[config.mk]
export PLATFORM = sky130hd
export DESIGN_NAME = brfwd_top
export DESIGN_NICKNAME = d
export VERILOG_FILES = /design/src/rtl/brfwd_pkg.sv /design/src/rtl/brfwd_table.sv /design/src/rtl/brfwd_decide.sv /design/src/rtl/brfwd_top.sv
export SDC_FILE = /design/constraint.sdc
export NUM_CORES = 1
export LEC_CHECK = 0
export BUFFER_PORTS_ARGS = -buffer_cell sky130_fd_sc_hd__buf_2
export CELL_PAD_IN_SITES_DETAIL_PLACEMENT = 0
export CELL_PAD_IN_SITES_GLOBAL_PLACEMENT = 1
export CORE_ASPECT_RATIO = 0.7
export CORE_UTILIZATION = 37
export CTS_BUF_LIST = sky130_fd_sc_hd__clkbuf_4 sky130_fd_sc_hd__clkbuf_8
export CTS_CLUSTER_SIZE = 10
export DETAILED_ROUTE_END_ITERATION = 10
export HOLD_SLACK_MARGIN = 0.12
export PLACE_DENSITY = 0.58
export SETUP_SLACK_MARGIN = 0.5
export SYNTH_ARGS = -nofsm -noshare
export SYNTH_HDL_FRONTEND = slang
export SYNTH_SLANG_ARGS = --single-unit
[constraint.sdc]
create_clock -name clk -period 1.14 [get_ports clk]
set_input_delay 0.057 -clock clk [delete_from_list [all_inputs] [get_ports clk]]
set_output_delay 0.057 -clock clk [all_outputs]
set_load 0.1 [all_outputs]
[src/rtl/brfwd_pkg.sv]
package brfwd_pkg;

  localparam int unsigned DEF_PORTS  = 4;
  localparam int unsigned DEF_ADDR_W = 48;
  localparam int unsigned DEF_DEPTH  = 8;

  // Class of a per-frame decision
  typedef enum logic [1:0] {
    ACT_DROP  = 2'd0,
    ACT_UNI   = 2'd1,
    ACT_FLOOD = 2'd2
  } fwd_act_e;

endpackage

[src/rtl/brfwd_table.sv]
module brfwd_table #(
  parameter int unsigned DEPTH  = brfwd_pkg::DEF_DEPTH,
  parameter int unsigned ADDR_W = brfwd_pkg::DEF_ADDR_W,
  parameter int unsigned PORT_W = 2,
  localparam int unsigned IDX_W = $clog2(DEPTH)
) (
  input  logic              clk,
  input  logic              rst_n,
  input  logic              wr_en,
  input  logic [IDX_W-1:0]  wr_idx,
  input  logic              wr_valid,
  input  logic [ADDR_W-1:0] wr_addr,
  input  logic [PORT_W-1:0] wr_port,
  input  logic [ADDR_W-1:0] lk_addr,
  output logic              lk_hit,
  output logic [PORT_W-1:0] lk_port
);

  logic [DEPTH-1:0]  vld_q, vld_d;
  logic [ADDR_W-1:0] addr_q [DEPTH];
  logic [PORT_W-1:0] port_q [DEPTH];
  logic [DEPTH-1:0]  match;

  // Valid bits: next state
  always_comb begin
    vld_d = vld_q;
    if (wr_en) vld_d[wr_idx] = wr_valid;
  end

  always_ff @(posedge clk or negedge rst_n) begin
    if (!rst_n) vld_q <= '0;
    else        vld_q <= vld_d;
  end

  genvar g;
  generate
    for (g = 0; g < DEPTH; g++) begin : g_slot
      logic sel;
      assign sel = wr_en && wr_valid && (wr_idx == IDX_W'(g));

      // Payload carries no reset; only written when installed
      always_ff @(posedge clk) begin
        if (sel) begin
          addr_q[g] <= wr_addr;
          port_q[g] <= wr_port;
        end
      end

      assign match[g] = vld_q[g] && (addr_q[g] == lk_addr);
    end
  endgenerate

  // Lowest slot wins among several matches
  always_comb begin
    lk_hit  = 1'b0;
    lk_port = '0;
    for (int i = DEPTH - 1; i >= 0; i--) begin
      if (match[i]) begin
        lk_hit  = 1'b1;
        lk_port = port_q[i];
      end
    end
  end

  // An installed slot is valid on the next edge
  p_install_r9: assert property (@(posedge clk) disable iff (!rst_n)
    (wr_en && wr_valid) |=> vld_q[$past(wr_idx)]);

  // An emptied slot never matches afterwards
  p_remove_r9: assert property (@(posedge clk) disable iff (!rst_n)
    (wr_en && !wr_valid) |=> !match[$past(wr_idx)]);

endmodule

[src/rtl/brfwd_decide.sv]
module brfwd_decide
  import brfwd_pkg::*;
#(
  parameter int unsigned NPORTS = DEF_PORTS,
  localparam int unsigned PORT_W = $clog2(NPORTS)
) (
  input  logic              is_bcast,
  input  logic              lk_hit,
  input  logic [PORT_W-1:0] lk_port,
  input  logic [PORT_W-1:0] in_port,
  input  logic [NPORTS-1:0] blk,
  output logic [NPORTS-1:0] mask,
  output logic              hit
);

  fwd_act_e          act;
  logic [NPORTS-1:0] arr_oh;
  logic [NPORTS-1:0] dst_oh;
  logic [NPORTS-1:0] open_ports;

  always_comb begin
    arr_oh          = '0;
    arr_oh[in_port] = 1'b1;
    dst_oh          = '0;
    dst_oh[lk_port] = 1'b1;
    open_ports      = ~blk;
  end

  // Classify the frame
  always_comb begin
    if (blk[in_port])              act = ACT_DROP;
    else if (is_bcast)             act = ACT_FLOOD;
    else if (!lk_hit)              act = ACT_FLOOD;
    else if (lk_port == in_port)   act = ACT_DROP;
    else                           act = ACT_UNI;
  end

  always_comb begin
    unique case (act)
      ACT_UNI:   mask = dst_oh & open_ports;
      ACT_FLOOD: mask = ~arr_oh & open_ports;
      default:   mask = '0;
    endcase
    hit = lk_hit && !is_bcast;
  end

endmodule

[src/rtl/brfwd_top.sv]
module brfwd_top
  import brfwd_pkg::*;
#(
  parameter int unsigned NPORTS = DEF_PORTS,
  parameter int unsigned ADDR_W = DEF_ADDR_W,
  parameter int unsigned DEPTH  = DEF_DEPTH,
  localparam int unsigned PORT_W = $clog2(NPORTS),
  localparam int unsigned IDX_W  = $clog2(DEPTH)
) (
  input  logic              clk,
  input  logic              rst_n,
  input  logic              wr_en,
  input  logic [IDX_W-1:0]  wr_idx,
  input  logic              wr_valid,
  input  logic [ADDR_W-1:0] wr_addr,
  input  logic [PORT_W-1:0] wr_port,
  input  logic [NPORTS-1:0] blk_mask,
  input  logic              req_valid,
  input  logic [ADDR_W-1:0] req_dst,
  input  logic [PORT_W-1:0] req_port,
  output logic              dec_valid,
  output logic [NPORTS-1:0] dec_mask,
  output logic              dec_hit
);

  // Reset: asserted at once, released after two edges
  logic [1:0] rst_ff;
  logic       rst_q_n;

  always_ff @(posedge clk or negedge rst_n) begin
    if (!rst_n) rst_ff <= 2'b00;
    else        rst_ff <= {rst_ff[0], 1'b1};
  end
  assign rst_q_n = rst_ff[1];

  logic              lk_hit;
  logic [PORT_W-1:0] lk_port;
  logic              is_bcast;
  logic [NPORTS-1:0] mask_c;
  logic              hit_c;

  assign is_bcast = &req_dst;

  brfwd_table #(
    .DEPTH  (DEPTH),
    .ADDR_W (ADDR_W),
    .PORT_W (PORT_W)
  ) u_table (
    .clk      (clk),
    .rst_n    (rst_q_n),
    .wr_en    (wr_en),
    .wr_idx   (wr_idx),
    .wr_valid (wr_valid),
    .wr_addr  (wr_addr),
    .wr_port  (wr_port),
    .lk_addr  (req_dst),
    .lk_hit   (lk_hit),
    .lk_port  (lk_port)
  );

  brfwd_decide #(
    .NPORTS (NPORTS)
  ) u_decide (
    .is_bcast (is_bcast),
    .lk_hit   (lk_hit),
    .lk_port  (lk_port),
    .in_port  (req_port),
    .blk      (blk_mask),
    .mask     (mask_c),
    .hit      (hit_c)
  );

  // Output stage: next state
  logic              vld_d;
  logic [NPORTS-1:0] mask_d;
  logic              hit_d;

  always_comb begin
    vld_d  = req_valid;
    mask_d = dec_mask;
    hit_d  = dec_hit;
    if (req_valid) begin
      mask_d = mask_c;
      hit_d  = hit_c;
    end
  end

  always_ff @(posedge clk or negedge rst_q_n) begin
    if (!rst_q_n) begin
      dec_valid <= 1'b0;
      dec_mask  <= '0;
      dec_hit   <= 1'b0;
    end else begin
      dec_valid <= vld_d;
      dec_mask  <= mask_d;
      dec_hit   <= hit_d;
    end
  end

  // one decision per request, one cycle later
  p_latency_r2: assert property (@(posedge clk) disable iff (!rst_q_n)
    req_valid |=> dec_valid);
  p_idle_r2: assert property (@(posedge clk) disable iff (!rst_q_n)
    !req_valid |=> !dec_valid);

  // arrival port never appears in the mask
  p_no_echo_r5: assert property (@(posedge clk) disable iff (!rst_q_n)
    req_valid |=> !dec_mask[$past(req_port)]);

  // blocked ports never appear in the mask
  p_blocked_out_r7: assert property (@(posedge clk) disable iff (!rst_q_n)
    req_valid |=> ((dec_mask & $past(blk_mask)) == '0));

  // frames from a blocked port are dropped
  p_blocked_in_r8: assert property (@(posedge clk) disable iff (!rst_q_n)
    (req_valid && blk_mask[req_port]) |=> (dec_mask == '0));

  // a known host is sent to one port at most
  p_uni_r3: assert property (@(posedge clk) disable iff (!rst_q_n)
    (dec_valid && dec_hit) |-> $onehot0(dec_mask));

  // broadcast never reports a table hit
  p_bcast_r6: assert property (@(posedge clk) disable iff (!rst_q_n)
    (req_valid && (&req_dst)) |=> !dec_hit);

endmodule

[Word-level counts from Yosys, hierarchy flattened]
Memory sizes are Yosys's and may differ from the RTL's.
Cells that the tools add are included.
Operators by class
  reduce and logical (&&, ||, !) cells: 38
  $lt $le $gt $ge: 6
  muxes and demuxes: 88
  bitwise logic cells: 4
  equality and inequality tests: 18
Operators with widths (count)
  $eq A48 B48 Y1: 8
  $mux W48: 7
  $reduce_or A48 Y1: 7
  $reduce_and A48 Y1: 1
  $mux W1: 43
  $mux W3: 14
  $mux W2: 18
  $logic_and A1 B1 Y1: 21
  $reduce_or A2 Y1: 7
  $eq A3 B3 Y1 const B: 4
  $and A4 B4 Y4: 2
  $bwmux W8: 1
  $not A4 Y4: 2
  $pmux W4 S2: 1
  $eq A3 B2 Y1 const B: 2
  $lt A2 B3 Y1 const B: 2
  $demux W1 S2: 2
  $ge A2 B1 Y1 const B: 2
  $lt A3 B4 Y1 const B: 1
  $demux W1 S3: 1
  $eq A3 B1 Y1 const B: 1
  $ge A3 B1 Y1 const B: 1
  $logic_not A3 Y1: 1
  $bmux W1 S2: 1
  4 further kinds: 4
Word-level totals
  register bits: 16
  RAM bits: 400
  input port bits: 112
  output and inout port bits: 6
  memories kept: 2
Memories
  u_table.addr_q: depth 8, width 48, read ports 8, clocked after memory_dff 0, write ports 1, RTL line brfwd_table.sv:20  | logic [ADDR_W-1:0] addr_q [DEPTH];
  u_table.port_q: depth 8, width 2, read ports 8, clocked after memory_dff 0, write ports 1, RTL line brfwd_table.sv:21  | logic [PORT_W-1:0] port_q [DEPTH];

[Logic depth before layout (Yosys ltp)]
Gate-level depths: netlist of run 1.
An unclocked memory read counts as a cell.
  word-level depth: 18
  gate-level depth with buffers: 15

[Cells and area by module]
A second synthesis of run 1 with hierarchy kept.
Second synthesis, totals
  cell total of the unflattened synthesis: 1124
  area total of the unflattened synthesis: 17763.3 um^2
Modules (own cells, without submodules)
  brfwd_table: seq. area each 12211.7 um^2, cells an instance 1073, instances 1, area an instance 17234.0 um^2
  brfwd_top: seq. area each 200.2 um^2, cells an instance 30, instances 1, area an instance 360.3 um^2
  brfwd_decide: seq. area each 0.0 um^2, cells an instance 21, instances 1, area an instance 168.9 um^2

[Worst setup path after synthesis of run 1]
No wires, ideal clock.
  path kind: input port to flip-flop
  from: input wr_idx[0]
  to: memory u_table.addr_q[0][0] (netlist bit), enable pin
  slack: -3.143 ns
  data required time: 0.619 ns
  stages: 2
  data arrival time: 3.762 ns
  path buffers: 0
  cell sequence: nand3b_1 nor3_1
RTL lines
  from (decl): RTL line brfwd_top.sv:13  | input logic [IDX_W-1:0] wr_idx,
  $logic_not A3 Y1: RTL line brfwd_table.sv:39  | assign sel = wr_en && wr_valid && (wr_idx == IDX_W'(g));
  $logic_and A1 B1 Y1: RTL line brfwd_table.sv:39
  net u_table.g_slot[0].sel: RTL line brfwd_table.sv:38  | logic sel;
  $mux W1: RTL line brfwd_table.sv:43  | if (sel) begin
  $mux W1 (not written as such): RTL line brfwd_table.sv:44  | addr_q[g] <= wr_addr;
  $mux W1 (no source line) (7 in a row)
  to (decl): RTL line brfwd_table.sv:20
The timed path passes the listed nets, and every way through them passes these cells.

==> metrics.md, run 1 <==
| Metric | Value |
|---|---|
| Top-area cell type share of the netlist area | 67.2% |
| Net Sw Frac | 25.4% |
| Async S/R FF share, synth | roughly 3.8% |
| Largest delay contributor family on the critical path | simple AND/OR/NAND/NOR gates |
| Final Skew | 0.0190 ns |
| Synth warn | 0 |
| CP max stage delay | ~0.47 ns |
| Htree depth | 3 |
| Clock Path Buffers | 3 |
| CTS root buf | clkbuf_8 |
| Setup TNS | -12.15 ns |
| Area Overhead vs Synth | 38.5% |
| Reg-to-reg setup timing slack | -2.46 ns |
| Finished Layout Cells | 2318 |
| Net Sw Power | 8.69 mW |
| Horiz. Die Dim | 265 microns |
| Fin crit share | 316% |
| Post-Syn Area | 0.0179 sq mm |
| Hold WS | -0.194 ns |
| Crit Path Class | register to register |
| Worst Path Buf+Inv | 2 |
| Final setup vio count | 11 |
| Number of global-route vias before repair | 11.6k |
| Row count | 66 |
| CTS tree | done |
| DR pass1 iterations | 5 |
| Top cells by area, synth | edfxtp_1, xnor2_1, xor2_1 |
| # DRC | 0 |
| Fin. max-slew vios | 0 |
| Routability cong. | 0.910 |
| HP Class | input pin to register |
| Post-route minimum period | 3.60 ns |
| CTS Hold Bufs | 56 |
| Fin nets | 1768 |
| First-pass GRT wire length | 90.4 mm |
| Post-Route WL | between 60 and 70 mm |
| Largest net degree at the start of global routing | 42 |
| Max frequency | 0.277 GHz |
| Core area | ~0.047 sq mm |
| Max cap viols | 0 |
| DP Area | between 0.02 and 0.025 sq mm |
| I/O pin cnt | 118 |
| Routed len/inst | 29.8 microns |
| Vias/cell | 5.33 |
| Final HPWL DP | 47.2 mm |
| Hold Vio Cnt, Final | 11 |
| Slowest cell on the critical path | or3b_2 |
| Initial Util | 38.0% |
| Post-route cell area | roughly 0.025 sq mm |
| Maximum vdd drop | 1.00 mV |
| Post-detailed-route count of antenna-violating nets | 0 |
| Total number of vias | 12.4k |
| EDFF count, synth | 400 |
| Fraction of layout cells with a size suffix above 1 | 36.5% |
| CTS clk-pin slew, worst paths | 0.06 ns |
| Die H | 186 microns |
| Crit start category | register |
| Critical Path RT | 1.70 ns |
| Post-synth cell types | slightly below 60 |
| Status | complete, but fails checks |
| Max-slew headroom | a little over half |
| Sequential fraction of the synthesis area | between 60% and 70% |
| Synthesized instance count | about 1.1k |
| PortBufs | 117 |
| Cell-internal power | ~26 mW |
| Dpl cells | 2083 |
| Post-route setup slack | -2.46 ns |
| Flop pwr share | 50.6% |
| Worst skew pair latency | 0.63 ns |
| Grt total ovfl | 0 |
| Synthesized Nets | 1240 |
| Num CTS Buffers | 70 |
| Post-synth top flop | edfxtp_1 |
| Synth area leader | edfxtp_1 |
| Worst endpoint data arrival time | 4.16 ns |
| Least-Margin Pin Slew | 0.720 ns |
| CP Capture Type | register |
| Design Power | around 34 mW |
| DP Worst Slack | -2.67 ns |
| RSZ-0062 raised after global routing | true |
| Fin util | 52.6% |
| Syn avg cell area | between 15 and 20 sq um |
| Comb pwr share | 11.4% |
| # clock sinks | 416 |
| Antenna violations before repair | 7 |
| P per Cell Area | 1380 mW/mm^2 |
| Die area | 0.0492 sq mm |
| Worst path cell trace | xnor2_1 -> nand4_1 -> nor4_1 -> buf_4 -> nand4_1 -> or3b_2 -> o2111ai_1 -> buf_4 -> a31oi_4 -> xnor2_1 -> o21ai_1 -> ha_2 -> or2b_1 -> a311o_1 -> o2bb2ai_1 |
| Yosys reg bits | 416 |
| Clock network fraction of total power | 38.0% |
| Starting DRT DRC Count | approximately 1.7k |
| Failing checks | negative hold slack, negative setup slack |
| Crit-path max FO | 4 |
| P_leak | 8.83 nW |
| Total GRT Usage | 27.2% |
-- repair_timing --
item,in CTS,in global routing
pin swaps,18,17
buffers inserted,22,9
cloned,7,18
gates resized for setup,66,33
endpoints found under the hold margin,536,17
setup endpoints to repair,94,220
-- power groups by stage --
| stage | clock, mW | combinational [mW] | sequential (mW) |
|---|---|---|---|
| finish | 13.0 | 3.91 | 17.3 |
| global route | 13.8 | 4.07 | 17.3 |
| CTS | 13.2 | 3.74 | 17.3 |
| detailed placement | 0 | 3.44 | 17.6 |
| global placement | 0 | 3.43 | 17.6 |
| floorplan | 0 | 1.36 | 17.7 |
-- cells by family after synthesis --
group	after synthesis	synth area share [%]
and+or+nand+nor	223	7.57
xor gates and xnor gates	366	18.0
muxes	3	0.238
DFF	416	69.4
AOI/OAI and AO/OA	52	2.34
buffers and inverters	65	2.30
adders and majority gates	1	0.0700
other	1	0.0210
-- final timing paths --
path	endpoint	cells after the start	startpoint
worst min-delay path	dec_mask[1]	4	blk_mask[1]
worst max-delay path	dec_mask[3]	15	u_table.addr_q[1][75]
max in group asynchronous	rst_ff[1]	3	rst_n
worst max register to register	dec_mask[3]	15	u_table.addr_q[1][75]
worst min register to register	u_table.vld_q[4]	1	rst_ff[1]
min in group asynchronous	u_table.vld_q[4]	1	rst_ff[1]
-- layer usage --
metal | vias up | track usage, % | wire [microns]
met5 | - | 0 | 0
met4 | 0 | 4.69 | 743
met3 | 58 | 7.95 | 8310
met2 | 731 | 38.8 | 28800
met1 | 6306 | 41.0 | 31200
li1 | 5259 | - | -
-- Yosys cell counts (all sizes together) (2+ instances only) --
library cell	count
o21bai	2
nor4	50
a311o	2
o2bb2ai	2
a21oi	5
or2b	3
edfxtp	400
or4	2
and2	2
a31o	2
nor2b	7
inv	17
xnor2	243
nand4	77
nor2	12
o221ai	3
nand3	14
a222oi	2
o2111ai	5
a22o	2
and3	3
dfrtp	16
nand2	17
o31ai	3
nand2b	16
and4	2
nor3	11
o21ai	17
mux2i	2
buf	48
xor2	123
-- flip-flops by register name (all words and copies together), names as in the netlist --
register / cells
u_table.vld_q: 8
u_table.addr_q: 384
dec_mask: 4
rst_ff: 2
dec_valid: 1
dec_hit: 1
u_table.port_q: 16
-- cell usage in the layout, fill, tap and decap left out, drive strengths merged, types with 16 or more instances in the layout --
cell type    Yosys  final
edfxtp         400    400
nand4           77     77
o21ai           17     17
nor4            50     50
dlygate4sd3      0     56
buf             48    435
xor2           123    123
nand2           17     17
clkbuf           0    110
xnor2          243    243
dfrtp           16     16
clkinv           0     19
inv             17     18
nand2b          16     16
-- cell type report --
cell class              instances  area, sq um
fillers                      3971        22300
flip-flops and latches        416        12400
multi-input cells             646         5420
repair buffers                504         4760
clock buffers                  97         1180
well taps                     612          766
clock inverters                25          141
inverters                      17         63.8
diodes                          1         2.50
-- tightest hold or removal path, delay by kind of cell --
kind | cells | cell delay (ns)
buffers and inverters | 2 | 0.18
AOI/OAI and AO/OA | 2 | 0.17
No activity file was read; power rests on OpenSTA's default activity.
==> inputs of run 2 (changes only) <==
HOLD_SLACK_MARGIN = 0.1   (was 0.12)
RECOVER_POWER = 50   (was default)
==> metrics.md, run 2 (synthesized netlist as in run 1, its figures left out) <==
| Metric | Value |
|---|---|
| Status | complete, but fails checks |
| Failing checks | negative hold slack, negative setup slack |
| Clock network fraction of total power | a little under two fifths |
| Initial Util | 38.0% |
| Worst path cell trace | xnor2_1 -> nand4_1 -> nor4_1 -> buf_4 -> nand4_1 -> or3b_2 -> o2111ai_1 -> buf_4 -> a31oi_4 -> xnor2_1 -> o21ai_1 -> ha_2 -> or2b_1 -> a311o_1 -> o2bb2ai_1 |
| Max cap viols | 0 |
| Hold WS | -0.192 ns |
| Wire length on met2 | 28.8 mm |
| Vias/cell | 5.29 |
| CTS Hold Bufs | 56 |
| PortBufs | 117 |
| P per Cell Area | 1390 mW/mm^2 |
| Routability cong. | 0.910 |
| P_leak | 8.67 nW |
| DR pass1 iterations | 7 |
| Number of global-route vias before repair | 11.6k |
| Core area | between 0.04 and 0.05 sq mm |
| Row count | 66 |
| Critical Path RT | 1.69 ns |
| Max frequency | 0.277 GHz |
| Max-slew headroom | 29.1% |
| Flop pwr share | 50.7% |
| Crit start category | register |
| Worst skew pair latency | 0.63 ns |
| RSZ-0062 raised after global routing | true |
| Largest Register | u_table.addr_q |
| Most frequent cells in the layout | edfxtp_1, buf_4, xnor2_1 |
| CP max stage delay | 0.47 ns |
| Total number of vias | 12.3k |
| Fraction of layout cells with a size suffix above 1 | 33.4% |
| Worst Path Buf+Inv | 2 |
| Maximum vdd drop | 1.00 mV |
| # diodes | 0 |
| HP Class | input pin to register |
| Die H | 186 microns |
| Hold Vio Cnt, Final | 11 |
| Largest net degree at the start of global routing | 42 |
| Antenna violations before repair | 7 |
| Final Skew | 0.0227 ns |
| CTS clk-pin slew, worst paths | 0.06 ns |
| M1 wire length | 31.4 mm |
| Starting DRT DRC Count | 1600 |
| Detailed-routed wire length on met3 | 8.00 mm |
| Cell-internal power | 25.5 mW |
| CTS tree | done |
| Htree depth | 3 |
| Footprint of the multi-input gates | 0.00541 sq mm |
| Slowest cell on the critical path | or3b_2 |
| Num CTS Buffers | 70 |
| Comb pwr share | 11.3% |
| Max layer used | met4 |
| # clock sinks | ~420 |
| Clock Path Buffers | 3 |
| Commonest non-fill, non-tap cell in the layout | edfxtp_1 |
| Crit-path max FO | 4 |
| Final setup vio count | 59 |
| Largest delay contributor family on the critical path | simple AND/OR/NAND/NOR gates |
| Total GRT Usage | around 27% |
| Horiz. Die Dim | about 260 microns |
| Net Sw Frac | 25.4% |
| Post-route minimum period | approximately 3.6 ns |
| Fin. max-slew vios | 0 |
| Die area | 0.0492 sq mm |
| Post-detailed-route count of antenna-violating nets | 0 |
| Routed len/inst | 29.8 microns |
| Final HPWL DP | 47.2 mm |
| DP Worst Slack | -2.67 ns |
| Least-Margin Pin Slew | 1.06 ns |
| Max reg flops | between 300 and 400 |
| First-pass GRT wire length | 90.4 mm |
| Area Overhead vs Synth | 37.8% |
| Fill cells | roughly 4k |
| DP Area | 0.0216 sq mm |
| I/O pin cnt | 118 |
| Post-route setup slack | -2.47 ns |
| CP Capture Type | register |
| Grt total ovfl | 0 |
| Fin crit share | 317% |
| Post-route cell area | about 0.025 sq mm |
| Crit Path Class | register to register |
| Register Area | 0.0124 sq mm |
| Worst endpoint data arrival time | 4.17 ns |
| # DRC | 0 |
| Post-Route WL | 68.9 mm |
| Fin nets | 1768 |
| CTS root buf | clkbuf_8 |
| Net Sw Power | roughly 8.7 mW |
| Top flop regs | u_table.addr_q x384, u_table.port_q x16, u_table.vld_q x8 |
run 2: cell types whose count changed in the layout (fill, tap and decap cells not counted), sizes merged:
cell,before,now
buf,435,380
diode,1,0
clkbuf,110,165
run 2: path summary, 6_finish.rpt:
kind                                  startpoint               end  slack [ns]  cells past startpoint
setup / recovery           u_table.addr_q[1][75]       dec_mask[3]       -2.47                     15
hold / removal                       blk_mask[3]       dec_mask[3]       -0.19                      4
setup reg to reg           u_table.addr_q[1][75]       dec_mask[3]       -2.47                     15
hold reg to reg                        rst_ff[1]  u_table.vld_q[4]        0.23                      1
max in group asynchronous              rst_ff[1]       dec_mask[0]        0.59                      1
min in group asynchronous              rst_ff[1]  u_table.vld_q[4]        0.23                      1
run 2: worst min-delay path, cell delays in order:
cell	delay, ns
buf_2	0.09
buf_4	0.09
a311o_1	0.10
o2bb2ai_1	0.06
run 2: through the flow:
step                instances  utilization [%]  setup TNS, ns  total power, mW
CTS                      2290             51.2         -12.17             34.2
global placement         2083             45.8         -51.58             21.1
detailed placement       2083             45.8         -56.63             21.1
global route             2317             52.4         -23.10             35.2
floorplan                1127                -        -224.92             19.0
finish                   2317             52.4         -20.74             34.2
run 2: layout make-up:
type                    instances  share of cell area [%]
repair buffers                504                    18.9
inverters                      17                   0.259
clock inverters                25                   0.574
multi-input cells             646                    22.0
well taps                     612                    3.11
clock buffers                  97                    4.78
flip-flops and latches        416                    50.4
run 2: power by group through the flow:
stage	clock network, mW	logic (mW)	registers [mW]
2_1_floorplan	0	1.36	17.7
3_3_place_gp	0	3.43	17.6
3_5_place_dp	0	3.44	17.6
4_1_cts	13.2	3.74	17.3
5_1_grt	13.8	4.03	17.3
6_report	13.0	3.87	17.3
run 2: repair_timing:
| action | 4_1_cts | 5_1_grt |
|---|---|---|
| setup endpoints to repair | 94 | 220 |
| pin swaps | 18 | 17 |
| gates cloned | 7 | 18 |
| resized for setup | 66 | 33 |
| endpoints found under the hold margin | 497 | 15 |
| buffers inserted | 22 | 9 |
run 2: layer usage:
metal / track usage [%] / vias to the layer above
met3: 7.95 / 59
met4: 4.69 / 0
li1: - / 5261
met1: 41.0 / 6260
met2: 38.8 / 683
met5: 0 / -
==> inputs of run 3 (changes only) <==
CORE_UTILIZATION = 57   (was 37)
PLACE_DENSITY = 0.85   (was 0.58)
RECOVER_POWER = 100   (was 50)
==> metrics.md, run 3 (synthesized netlist as in run 1, its figures left out) <==
| Metric | Value |
|---|---|
| Crit start category | register |
| Least-Margin Pin Slew | 0.919 ns |
| Num CTS Buffers | between 50 and 60 |
| Initial Util | between 50% and 60% |
| Worst endpoint data arrival time | 4.24 ns |
| Max reg flops | ~380 |
| Status | complete, but fails checks |
| Final setup vio count | 78 |
| # clock sinks | 416 |
| CP Capture Type | register |
| Crit-path max FO | 3 |
| First-pass GRT wire length | 83.8 mm |
| Failing checks | negative hold slack, negative setup slack |
| Fraction of layout cells with a size suffix above 1 | 29.9% |
| Flop pwr share | ~53% |
| Most frequent cells in the layout | edfxtp_1, xnor2_1, buf_4 |
| Comb pwr share | between 10% and 20% |
| Grt total ovfl | 0 |
| Top flop regs | u_table.addr_q x384, u_table.port_q x16, u_table.vld_q x8 |
| DP Area | ~0.021 sq mm |
| HP Class | input pin to register |
| Starting DRT DRC Count | 1907 |
| P_leak | 8.08 nW |
| Fin crit share | 323% |
| Die area | 0.0321 sq mm |
| Area Overhead vs Synth | 29.3% |
| Htree depth | 2 |
| Final HPWL DP | 42.6 mm |
| Maximum vdd drop | 1.25 mV |
| Total GRT Usage | 38.8% |
| CTS tree | done |
| Net Sw Frac | 24.8% |
| RSZ-0062 raised after global routing | true |
| Number of global-route vias before repair | 11.7k |
| DR pass1 iterations | 6 |
| Clock network fraction of total power | 36.0% |
| Vias/cell | 5.98 |
| I/O pin cnt | 118 |
| Post-route cell area | 0.0231 sq mm |
| Fin util | 75.9% |
| Commonest non-fill, non-tap cell in the layout | edfxtp_1 |
| Routed len/inst | between 30 and 40 microns |
| # diodes | 0 |
| Hold WS | -0.143 ns |
| Post-Route WL | 61.9 mm |
| Horiz. Die Dim | 214 microns |
| Post-detailed-route count of antenna-violating nets | 0 |
| # DRC | 0 |
| CTS root buf | clkbuf_8 |
| Largest Register | u_table.addr_q |
| Die H | 150 microns |
| Hold Vio Cnt, Final | 7 |
| Row count | 53 |
| Routability cong. | 0.989 |
| Critical Path RT | 1.70 ns |
| P per Cell Area | 1420 mW/mm^2 |
| Fin nets | 1700 |
| Crit Path Class | register to register |
| Total number of vias | 12.3k |
| Post-route setup slack | -2.54 ns |
| Clock Path Buffers | 3 |
| Antenna violations before repair | 2 |
| Setup TNS | -18.76 ns |
| Post-route minimum period | 3.68 ns |
| Max cap viols | 0 |
| Cell-internal power | 24.6 mW |
| Net Sw Power | 8.12 mW |
| Fin. max-slew vios | 0 |
| CTS clk-pin slew, worst paths | 0.06 ns |
| Max-slew headroom | roughly two fifths |
| Max frequency | 0.272 GHz |
| PortBufs | 117 |
| Largest net degree at the start of global routing | 42 |
| Core area | 0.0304 sq mm |
| Final Skew | 0.0385 ns |
| Worst skew pair latency | 0.64 ns |
## run 3: worst max-delay path, stage by stage (launching register included)
cell and delay (ns):
edfxtp_1 0.38, xnor2_1 0.39, nand4_1 0.17, buf_4 0.17
nor4_4 0.20, buf_4 0.17, nand4_1 0.20, buf_4 0.22
nand4_1 0.12, a31o_2 0.20, a311oi_4 0.09, xor2_1 0.16
o21ai_1 0.15, ha_1 0.24, or2b_1 0.28, buf_6 0.14
nor3_2 0.15, a22o_1 0.20
## run 3: metal layers
layer	vias up	wire length, microns	global-route usage (%)
li1	5115	-	-
met1	6041	24100	57.5
met2	973	26100	54.5
met3	121	9800	12.6
met4	0	1930	11.7
met5	-	0	0
## run 3: through the flow
stage                     hold WS (ns)  total power [mW]  cells  setup WS (ns)
after floorplan                 -0.239              19.0   1127          -2.15
after global placement          -0.157              20.8   1852          -2.69
after detailed placement        -0.156              20.9   1852          -2.72
after CTS                       -0.289              32.6   2033          -2.39
after global routing            -0.160              33.5   2047          -2.63
final                           -0.143              32.7   2047          -2.54
## run 3: power groups by stage
stage               clock network [mW]  logic, mW  registers (mW)
finish                            11.8       3.62            17.4
global placement                     0       3.20            17.6
floorplan                            0       1.36            17.7
CTS                               11.8       3.51            17.3
detailed placement                   0       3.25            17.7
global route                      12.4       3.73            17.4
## run 3: what timing repair did
| action | in CTS | in global routing |
|---|---|---|
| endpoints found under the hold margin | 461 | 26 |
| hold buffers | 55 | 1 |
| gates resized for setup | 57 | 39 |
| pin swaps | 31 | 16 |
| setup endpoints to repair | 77 | 279 |
| gates cloned | 3 | 11 |
| buffers inserted | 14 | 2 |
## run 3: path summary, 6_finish.rpt
path                                         from           to  slack [ns]  depth (start not counted)
min                                   blk_mask[1]  dec_mask[1]       -0.14                          4
min reg2reg                             rst_ff[1]  dec_mask[2]        0.26                          0
min in group asynchronous               rst_ff[1]  dec_mask[2]        0.26                          0
max                        u_table.addr_q[1][128]  dec_mask[2]       -2.54                         17
max in group asynchronous               rst_ff[1]    dec_valid        0.37                          0
max reg2reg                u_table.addr_q[1][128]  dec_mask[2]       -2.54                         17
## run 3: final cells by class
cell class	count	area, sq um
sequential	416	12400
fill	1886	7330
multi-input combinational	646	5400
inverter	17	63.8
clock buffer	85	1020
tap	412	515
timing repair buffer	447	3550
clock inverter	24	144
